`config.mk`:
```
export PLATFORM = sky130hd
export DESIGN_NAME = pktcmd_front
export DESIGN_NICKNAME = d
export VERILOG_FILES = /design/src/rtl/pktcmd_pkg.sv /design/src/rtl/pktcmd_fifo.sv /design/src/rtl/pktcmd_regs.sv /design/src/rtl/pktcmd_seq.sv /design/src/rtl/pktcmd_front.sv
export SDC_FILE = /design/constraint.sdc
export NUM_CORES = 1
export LEC_CHECK = 0
export CAP_MARGIN = 20
export CORE_MARGIN = 3
export CORE_UTILIZATION = 51
export CTS_CLUSTER_SIZE = 16
export DETAILED_ROUTE_END_ITERATION = 10
export PLACE_DENSITY = 0.68
export SLEW_MARGIN = 5
export SYNTH_ARGS = -nofsm -noshare
export SYNTH_HDL_FRONTEND = slang
export SYNTH_SLANG_ARGS = --single-unit
```
`constraint.sdc`:
```
create_clock -name clk -period 10 [get_ports clk]
set_input_delay 2 -clock clk [delete_from_list [all_inputs] [get_ports clk]]
set_output_delay 2 -clock clk [all_outputs]
set_load 0.005 [all_outputs]
```
`src/rtl/pktcmd_pkg.sv`:
```
package pktcmd_pkg;
  localparam int DW = 32;
  localparam int REG_AW = 8;
  localparam int WCW = 16;

  localparam logic [REG_AW-1:0] OFS_HDR  = 8'h6C;
  localparam logic [REG_AW-1:0] OFS_DATA = 8'h70;
  localparam logic [REG_AW-1:0] OFS_STAT = 8'h74;

  localparam int ST_CMD_EMPTY = 0;
  localparam int ST_CMD_FULL  = 1;
  localparam int ST_WP_EMPTY  = 2;
  localparam int ST_WP_FULL   = 3;
  localparam int ST_RP_EMPTY  = 4;
  localparam int ST_RP_FULL   = 5;
  localparam int ST_RD_BUSY   = 6;
  localparam int ST_OVF       = 7;

  typedef enum logic {SQ_HDR, SQ_PLD} seq_state_e;

  function automatic logic hdr_is_long(input logic [DW-1:0] h);
    return h[3:0] == 4'h9;
  endfunction

  function automatic logic hdr_is_read(input logic [DW-1:0] h);
    return (h[3:0] == 4'h4) || (h[3:0] == 4'h6);
  endfunction

  function automatic logic [WCW-1:0] hdr_count(input logic [DW-1:0] h);
    return h[8 +: WCW];
  endfunction
endpackage

```
`src/rtl/pktcmd_fifo.sv`:
```
module pktcmd_fifo #(
  parameter int W = 32,
  parameter int DEPTH = 4
) (
  input  logic         clk,
  input  logic         rst_n,
  input  logic         push,
  input  logic [W-1:0] din,
  input  logic         pop,
  output logic [W-1:0] dout,
  output logic         empty,
  output logic         full
);
  localparam int PW = (DEPTH > 1) ? $clog2(DEPTH) : 1;
  localparam int CW = $clog2(DEPTH + 1);

  logic [W-1:0]  mem [DEPTH];
  logic [PW-1:0] wptr, rptr;
  logic [CW-1:0] count;
  logic          do_push, do_pop;

  assign empty   = (count == '0);
  assign full    = (count == CW'(DEPTH));
  assign do_push = push && !full;
  assign do_pop  = pop && !empty;
  assign dout    = mem[rptr];

  always_ff @(posedge clk) begin
    if (do_push) mem[wptr] <= din;
  end

  always_ff @(posedge clk) begin
    if (!rst_n) begin
      wptr  <= '0;
      rptr  <= '0;
      count <= '0;
    end else begin
      if (do_push) wptr <= (wptr == PW'(DEPTH - 1)) ? '0 : wptr + 1'b1;
      if (do_pop)  rptr <= (rptr == PW'(DEPTH - 1)) ? '0 : rptr + 1'b1;
      case ({do_push, do_pop})
        2'b10:   count <= count + 1'b1;
        2'b01:   count <= count - 1'b1;
        default: count <= count;
      endcase
    end
  end


  fifo_drop_chk: assert property (@(posedge clk) disable iff (!rst_n)
    (full && push && !pop) |=> (full && $stable(count)));


  fifo_empty_pop_chk: assert property (@(posedge clk) disable iff (!rst_n)
    (empty && pop && !push) |=> (empty && $stable(rptr)));
endmodule

```
`src/rtl/pktcmd_regs.sv`:
```
module pktcmd_regs
  import pktcmd_pkg::*;
(
  input  logic              clk,
  input  logic              rst_n,
  input  logic              reg_wr,
  input  logic              reg_rd,
  input  logic [REG_AW-1:0] reg_addr,
  input  logic [DW-1:0]     reg_wdata,
  output logic [DW-1:0]     reg_rdata,
  input  logic              cmd_empty,
  input  logic              cmd_full,
  input  logic              wp_empty,
  input  logic              wp_full,
  input  logic              rp_empty,
  input  logic              rp_full,
  input  logic [DW-1:0]     rp_head,
  input  logic              rd_busy,
  output logic              cmd_push,
  output logic              wp_push,
  output logic              rp_pop
);
  logic ovf, ovf_set, ovf_clr;
  logic [DW-1:0] status;

  assign cmd_push = reg_wr && (reg_addr == OFS_HDR);
  assign wp_push  = reg_wr && (reg_addr == OFS_DATA);
  assign rp_pop   = reg_rd && (reg_addr == OFS_DATA) && !rp_empty;
  assign ovf_set  = (cmd_push && cmd_full) || (wp_push && wp_full);
  assign ovf_clr  = reg_wr && (reg_addr == OFS_STAT) && reg_wdata[ST_OVF];

  always_ff @(posedge clk) begin
    if (!rst_n)       ovf <= 1'b0;
    else if (ovf_set) ovf <= 1'b1;
    else if (ovf_clr) ovf <= 1'b0;
  end

  always_comb begin
    status = '0;
    status[ST_CMD_EMPTY] = cmd_empty;
    status[ST_CMD_FULL]  = cmd_full;
    status[ST_WP_EMPTY]  = wp_empty;
    status[ST_WP_FULL]   = wp_full;
    status[ST_RP_EMPTY]  = rp_empty;
    status[ST_RP_FULL]   = rp_full;
    status[ST_RD_BUSY]   = rd_busy;
    status[ST_OVF]       = ovf;
  end

  always_comb begin
    case (reg_addr)
      OFS_STAT: reg_rdata = status;
      OFS_DATA: reg_rdata = rp_empty ? '0 : rp_head;
      default:  reg_rdata = '0;
    endcase
  end


  ovf_sticky_chk: assert property (@(posedge clk) disable iff (!rst_n)
    (ovf && !(reg_wr && (reg_addr == OFS_STAT) && reg_wdata[ST_OVF])) |=> ovf);
endmodule

```
`src/rtl/pktcmd_seq.sv`:
```
module pktcmd_seq
  import pktcmd_pkg::*;
(
  input  logic          clk,
  input  logic          rst_n,
  input  logic          cmd_empty,
  input  logic [DW-1:0] cmd_head,
  output logic          cmd_pop,
  input  logic          wp_empty,
  input  logic [DW-1:0] wp_head,
  output logic          wp_pop,
  output logic          tx_valid,
  input  logic          tx_ready,
  output logic [DW-1:0] tx_data,
  output logic          tx_hdr,
  output logic          tx_last,
  input  logic          rx_done,
  output logic          rd_busy
);
  localparam int CNTW = WCW - 1;

  seq_state_e      state;
  logic [CNTW-1:0] remain;
  logic [WCW:0]    wc_round;
  logic [CNTW-1:0] hdr_words;
  logic            hdr_has_pld;
  logic            hdr_fire, pld_fire;

  assign wc_round    = {1'b0, hdr_count(cmd_head)} + (WCW + 1)'(3);
  assign hdr_words   = wc_round[WCW:2];
  assign hdr_has_pld = hdr_is_long(cmd_head) && (hdr_words != '0);

  always_comb begin
    if (state == SQ_HDR) begin
      tx_valid = !cmd_empty;
      tx_data  = cmd_head;
      tx_hdr   = 1'b1;
      tx_last  = !hdr_has_pld;
    end else begin
      tx_valid = !wp_empty;
      tx_data  = wp_head;
      tx_hdr   = 1'b0;
      tx_last  = (remain == CNTW'(1));
    end
  end

  assign hdr_fire = (state == SQ_HDR) && tx_valid && tx_ready;
  assign pld_fire = (state == SQ_PLD) && tx_valid && tx_ready;
  assign cmd_pop  = hdr_fire;
  assign wp_pop   = pld_fire;

  always_ff @(posedge clk) begin
    if (!rst_n) begin
      state  <= SQ_HDR;
      remain <= '0;
    end else if (hdr_fire && hdr_has_pld) begin
      state  <= SQ_PLD;
      remain <= hdr_words;
    end else if (pld_fire) begin
      remain <= remain - 1'b1;
      if (remain == CNTW'(1)) state <= SQ_HDR;
    end
  end

  always_ff @(posedge clk) begin
    if (!rst_n) rd_busy <= 1'b0;
    else if (hdr_fire && hdr_is_read(cmd_head)) rd_busy <= 1'b1;
    else if (rx_done) rd_busy <= 1'b0;
  end


  tx_hold_chk: assert property (@(posedge clk) disable iff (!rst_n)
    (tx_valid && !tx_ready) |=>
      (tx_valid && $stable(tx_data) && $stable(tx_hdr) && $stable(tx_last)));


  hdr_follow_chk: assert property (@(posedge clk) disable iff (!rst_n)
    (tx_valid && tx_ready && tx_hdr && !tx_last) |=> !tx_hdr);


  busy_clear_chk: assert property (@(posedge clk) disable iff (!rst_n)
    (rx_done && !(hdr_fire && hdr_is_read(cmd_head))) |=> !rd_busy);
endmodule

```
`src/rtl/pktcmd_front.sv`:
```
module pktcmd_front
  import pktcmd_pkg::*;
#(
  parameter int CMD_DEPTH = 4,
  parameter int PLD_DEPTH = 16,
  parameter int RD_DEPTH  = 16
) (
  input  logic              clk,
  input  logic              rst_n,
  input  logic              reg_wr,
  input  logic              reg_rd,
  input  logic [REG_AW-1:0] reg_addr,
  input  logic [DW-1:0]     reg_wdata,
  output logic [DW-1:0]     reg_rdata,
  output logic              tx_valid,
  input  logic              tx_ready,
  output logic [DW-1:0]     tx_data,
  output logic              tx_hdr,
  output logic              tx_last,
  input  logic              rx_valid,
  output logic              rx_ready,
  input  logic [DW-1:0]     rx_data,
  input  logic              rx_last
);
  logic          cmd_push, cmd_pop, cmd_empty, cmd_full;
  logic          wp_push, wp_pop, wp_empty, wp_full;
  logic          rp_push, rp_pop, rp_empty, rp_full;
  logic [DW-1:0] cmd_head, wp_head, rp_head;
  logic          rd_busy, rx_done;

  assign rx_ready = !rp_full;
  assign rp_push  = rx_valid && rx_ready;
  assign rx_done  = rp_push && rx_last;

  pktcmd_regs u_regs (
    .clk(clk), .rst_n(rst_n),
    .reg_wr(reg_wr), .reg_rd(reg_rd), .reg_addr(reg_addr),
    .reg_wdata(reg_wdata), .reg_rdata(reg_rdata),
    .cmd_empty(cmd_empty), .cmd_full(cmd_full),
    .wp_empty(wp_empty), .wp_full(wp_full),
    .rp_empty(rp_empty), .rp_full(rp_full), .rp_head(rp_head),
    .rd_busy(rd_busy),
    .cmd_push(cmd_push), .wp_push(wp_push), .rp_pop(rp_pop)
  );

  pktcmd_fifo #(.W(DW), .DEPTH(CMD_DEPTH)) u_cmd_q (
    .clk(clk), .rst_n(rst_n), .push(cmd_push), .din(reg_wdata),
    .pop(cmd_pop), .dout(cmd_head), .empty(cmd_empty), .full(cmd_full)
  );

  pktcmd_fifo #(.W(DW), .DEPTH(PLD_DEPTH)) u_wp_q (
    .clk(clk), .rst_n(rst_n), .push(wp_push), .din(reg_wdata),
    .pop(wp_pop), .dout(wp_head), .empty(wp_empty), .full(wp_full)
  );

  pktcmd_fifo #(.W(DW), .DEPTH(RD_DEPTH)) u_rp_q (
    .clk(clk), .rst_n(rst_n), .push(rp_push), .din(rx_data),
    .pop(rp_pop), .dout(rp_head), .empty(rp_empty), .full(rp_full)
  );

  pktcmd_seq u_seq (
    .clk(clk), .rst_n(rst_n),
    .cmd_empty(cmd_empty), .cmd_head(cmd_head), .cmd_pop(cmd_pop),
    .wp_empty(wp_empty), .wp_head(wp_head), .wp_pop(wp_pop),
    .tx_valid(tx_valid), .tx_ready(tx_ready), .tx_data(tx_data),
    .tx_hdr(tx_hdr), .tx_last(tx_last),
    .rx_done(rx_done), .rd_busy(rd_busy)
  );


  rx_full_stall_chk: assert property (@(posedge clk) disable iff (!rst_n)
    (rx_valid && !rx_ready && !rp_pop) |=> !rx_ready);
endmodule

```
==> summary.txt <==
Route
  – 1st-pass router iterations: 7
  – DR vias: 22770
  – Initial DRC Count: 2160
  – Wirelength per Cell: 27.41 um
  – Remaining antenna violation count: 0
  – Detailed Route WL: 104.5 mm
  – Drc violations: 0
  – Drt via density: 5.974

STA
  – # setup viols final: 0
  – Worst slew pin tran: 1.106 ns
  – TNS Setup: 0 ns
  – Slew margin rel.: 0.2625
  – Maximum clock frequency: 152.3 MHz
  – Final Hold Fails: 0
  – RSZ-0062 raised after global routing: no
  – Fin crit period: 6.567 ns
  – Final Cycle Share: 0.6567
  – Final Skew: 0.02664 ns
  – Fin. max-slew vios: 0

Synth
  – Synth Area per Inst: 21.06 sq um
  – Syn nets: 2356
  – #FFs+latches synth: 1213
  – Most frequent cell after synthesis: edfxtp_1
  – Synth top area share: 0.7308
  – YS warnings: 0
  – Register area share after synthesis: 0.7565
  – Post-synth EDFFs: 1152
  – Dominant synthesized flop cell: edfxtp_1
  – Mapped Area: 0.04734 sq mm
  – Ys async rst share: 0
  – Syn Inst Count: 2248
  – Commonest cells in the netlist: 1152 x edfxtp_1, 332 x mux4_2, 155 x nand2_1, 76 x nor2_1, 71 x clkbuf_1
  – Area leader, netlist: edfxtp_1
  – Netlist cell types: 58
  – Cells taking the most area after synthesis: edfxtp_1 73%, mux4_2 16%, dfxtp_1 2.6%

Clock network
  – Post-CTS Setup Repair Bufs: 0
  – Worst skew pair latency: 0.69 ns
  – Sink Count: 1213
  – Clock Tree Root: clkbuf_16
  – Clock-pin slew on the worst setup and hold paths: 0.06 ns
  – CTS tree: yes
  – Post-CTS Resized: 0
  – Longest Clk Path Bufs: 3
  – Hold-fix buffers, CTS: 0
  – Number of H-tree levels: 3
  – Num CTS Buffers: 118

Finish
  – Final Cell Area: 0.05444 sq mm
  – Layout cell share with drive strength beyond 1: 0.2362
  – Post-layout util: 0.5930
  – Area growth syn-to-layout: 15.00%
  – Final nets: 2571

Power and ir drop
  – Max rail drop VDD: 0.1593 mV
  – LEAKAGE: 16.69 nW
  – Register share of total power: 0.556
  – Clock power share: 0.427
  – Pwr Density: 184.8 mW/mm^2
  – Net Sw Frac: 0.1909
  – Psw: 1.921 mW
  – Combinational share of power: 0.017
  – Int Pwr: 8.141 mW

GRT
  – Total grt overflow: 0
  – Total GRT Usage: 0.2192
  – Number of global-route vias before repair: 23660
  – First-pass GRT wire length: 157.2 mm
  – Initial antenna violation count: 6
  – Largest net degree at the start of global routing: 95

Floorplan
  – Core box area: 0.09180 sq mm
  – Num rows: 111
  – Die X: 310.7 um
  – Die H: 310.7 um
  – Die area: 0.09651 sq mm
  – Starting density of the core: 0.5157
  – I/O pins: 147

Place
  – Port bufs: 146
  – Placer Congestion: 0.7802
  – Placed Area: 0.05059 sq mm
  – DP HPWL: 56.47 mm

Worst setup path
  – Critical path startpoint category: input pin
  – CP Capture Type: output pin
  – Setup CP Type: in2out
  – Worst path required time: 8.00 ns
  – Arr. time, crit path: 4.57 ns
  – CP Max Fanout: 20

Hold path
  – Worst min-delay path class: reg2reg

Status
  – Status: finished, final reports clean

Run
  – Max cap viols: 0
-- layout make-up --
class                      instances  area, sq um
timing repair buffer             204         1956
multi-input combinational        893        11180
clock inverter                    69        613.1
sequential                      1213        35840
clock buffer                     154         3161
antenna                            3        7.507
tap                             1243         1555
fill                            6418        37360
inverter                          33        123.9
-- registers in the layout, indices dropped and copies added, names as in the netlist, 5 cells and up, named ones only --
register      count
u_cmd_q.mem     128
u_rp_q.count      5
u_rp_q.mem      512
u_seq.remain     15
u_wp_q.count      5
u_wp_q.mem      512
-- power groups by stage --
stage | Sequential (mW) | Clock (mW) | Combinational (mW)
5_1_grt | 5.59 | 4.59 | 0.186
2_1_floorplan | 5.70 | 0 | 0.0506
4_1_cts | 5.59 | 4.37 | 0.171
3_3_place_gp | 5.70 | 0 | 0.162
6_report | 5.59 | 4.30 | 0.170
3_5_place_dp | 5.70 | 0 | 0.171
-- cell families (layout without fill, tap and decap cells) --
logic type,after synthesis,count (layout),share of synthesized area
mux,367,367,0.1653
fa+ha+maj,29,29,0.008141
xor+xnor,41,41,0.007585
buf+inv,142,460,0.01221
flops,1213,1213,0.7565
simple gates,341,341,0.03299
other cells,0,3,0
compound gates,115,115,0.01718
-- critical path, cell delays in order --
cell and delay [ns]:
clkdlybuf4s50_1 0.40, nand3b_1 0.16, nor3_1 0.35, nand3b_1 0.17, or3_1 0.33, buf_4 0.23
a211oi_1 0.29, clkdlybuf4s50_1 0.56
-- path summary, 6_finish.rpt --
check | from | end | slack (ns) | cells past startpoint
worst max-delay path | reg_addr[7] | reg_rdata[12] | 3.43 | 8
worst max register to register | register | u_seq.remain[5] | 6.36 | 8
worst min-delay path | u_cmd_q.rptr[1] | register | 0.49 | 2
worst min register to register | u_cmd_q.rptr[1] | register | 0.49 | 2
-- through the flow --
stage,power [mW],hold slack [ns],setup slack (ns),instances
finish,10.06,0.4886,3.433,3812
CTS,10.14,0.4863,3.196,3806
global placement,5.858,0.4577,3.369,3583
global route,10.36,0.5192,3.267,3810
floorplan,5.750,0.4541,4.062,2248
detailed placement,5.870,0.4777,3.209,3583
-- placed cells by master (no fill, tap or decap), types with 21 or more instances in the layout --
master,count
a211oi_1,41
a21oi_1,33
buf_4,54
clkbuf_1,31
clkbuf_16,120
clkdlybuf4s50_1,146
clkinv_1,33
dfxtp_1,50
edfxtp_1,1152
ha_1,26
inv_1,31
mux2i_1,35
mux4_2,332
nand2_1,155
nor2_1,52
nor2_4,24
nor2b_1,21
xor2_1,23
-- per-layer routing --
| metal | GRT usage | up-vias | part of all wire | wire [um] |
|---|---|---|---|---|
| met1 | 0.3135 | 12150 | 0.42 | 43680 |
| li1 | - | 9703 | - | - |
| met2 | 0.3595 | 778 | 0.50 | 52200 |
| met3 | 0.04029 | 130 | 0.066 | 6945 |
| met4 | 0.04515 | 6 | 0.015 | 1596 |
| met5 | 0 | - | 0.00038 | 40 |
Power figures use the tool's default switching activity.
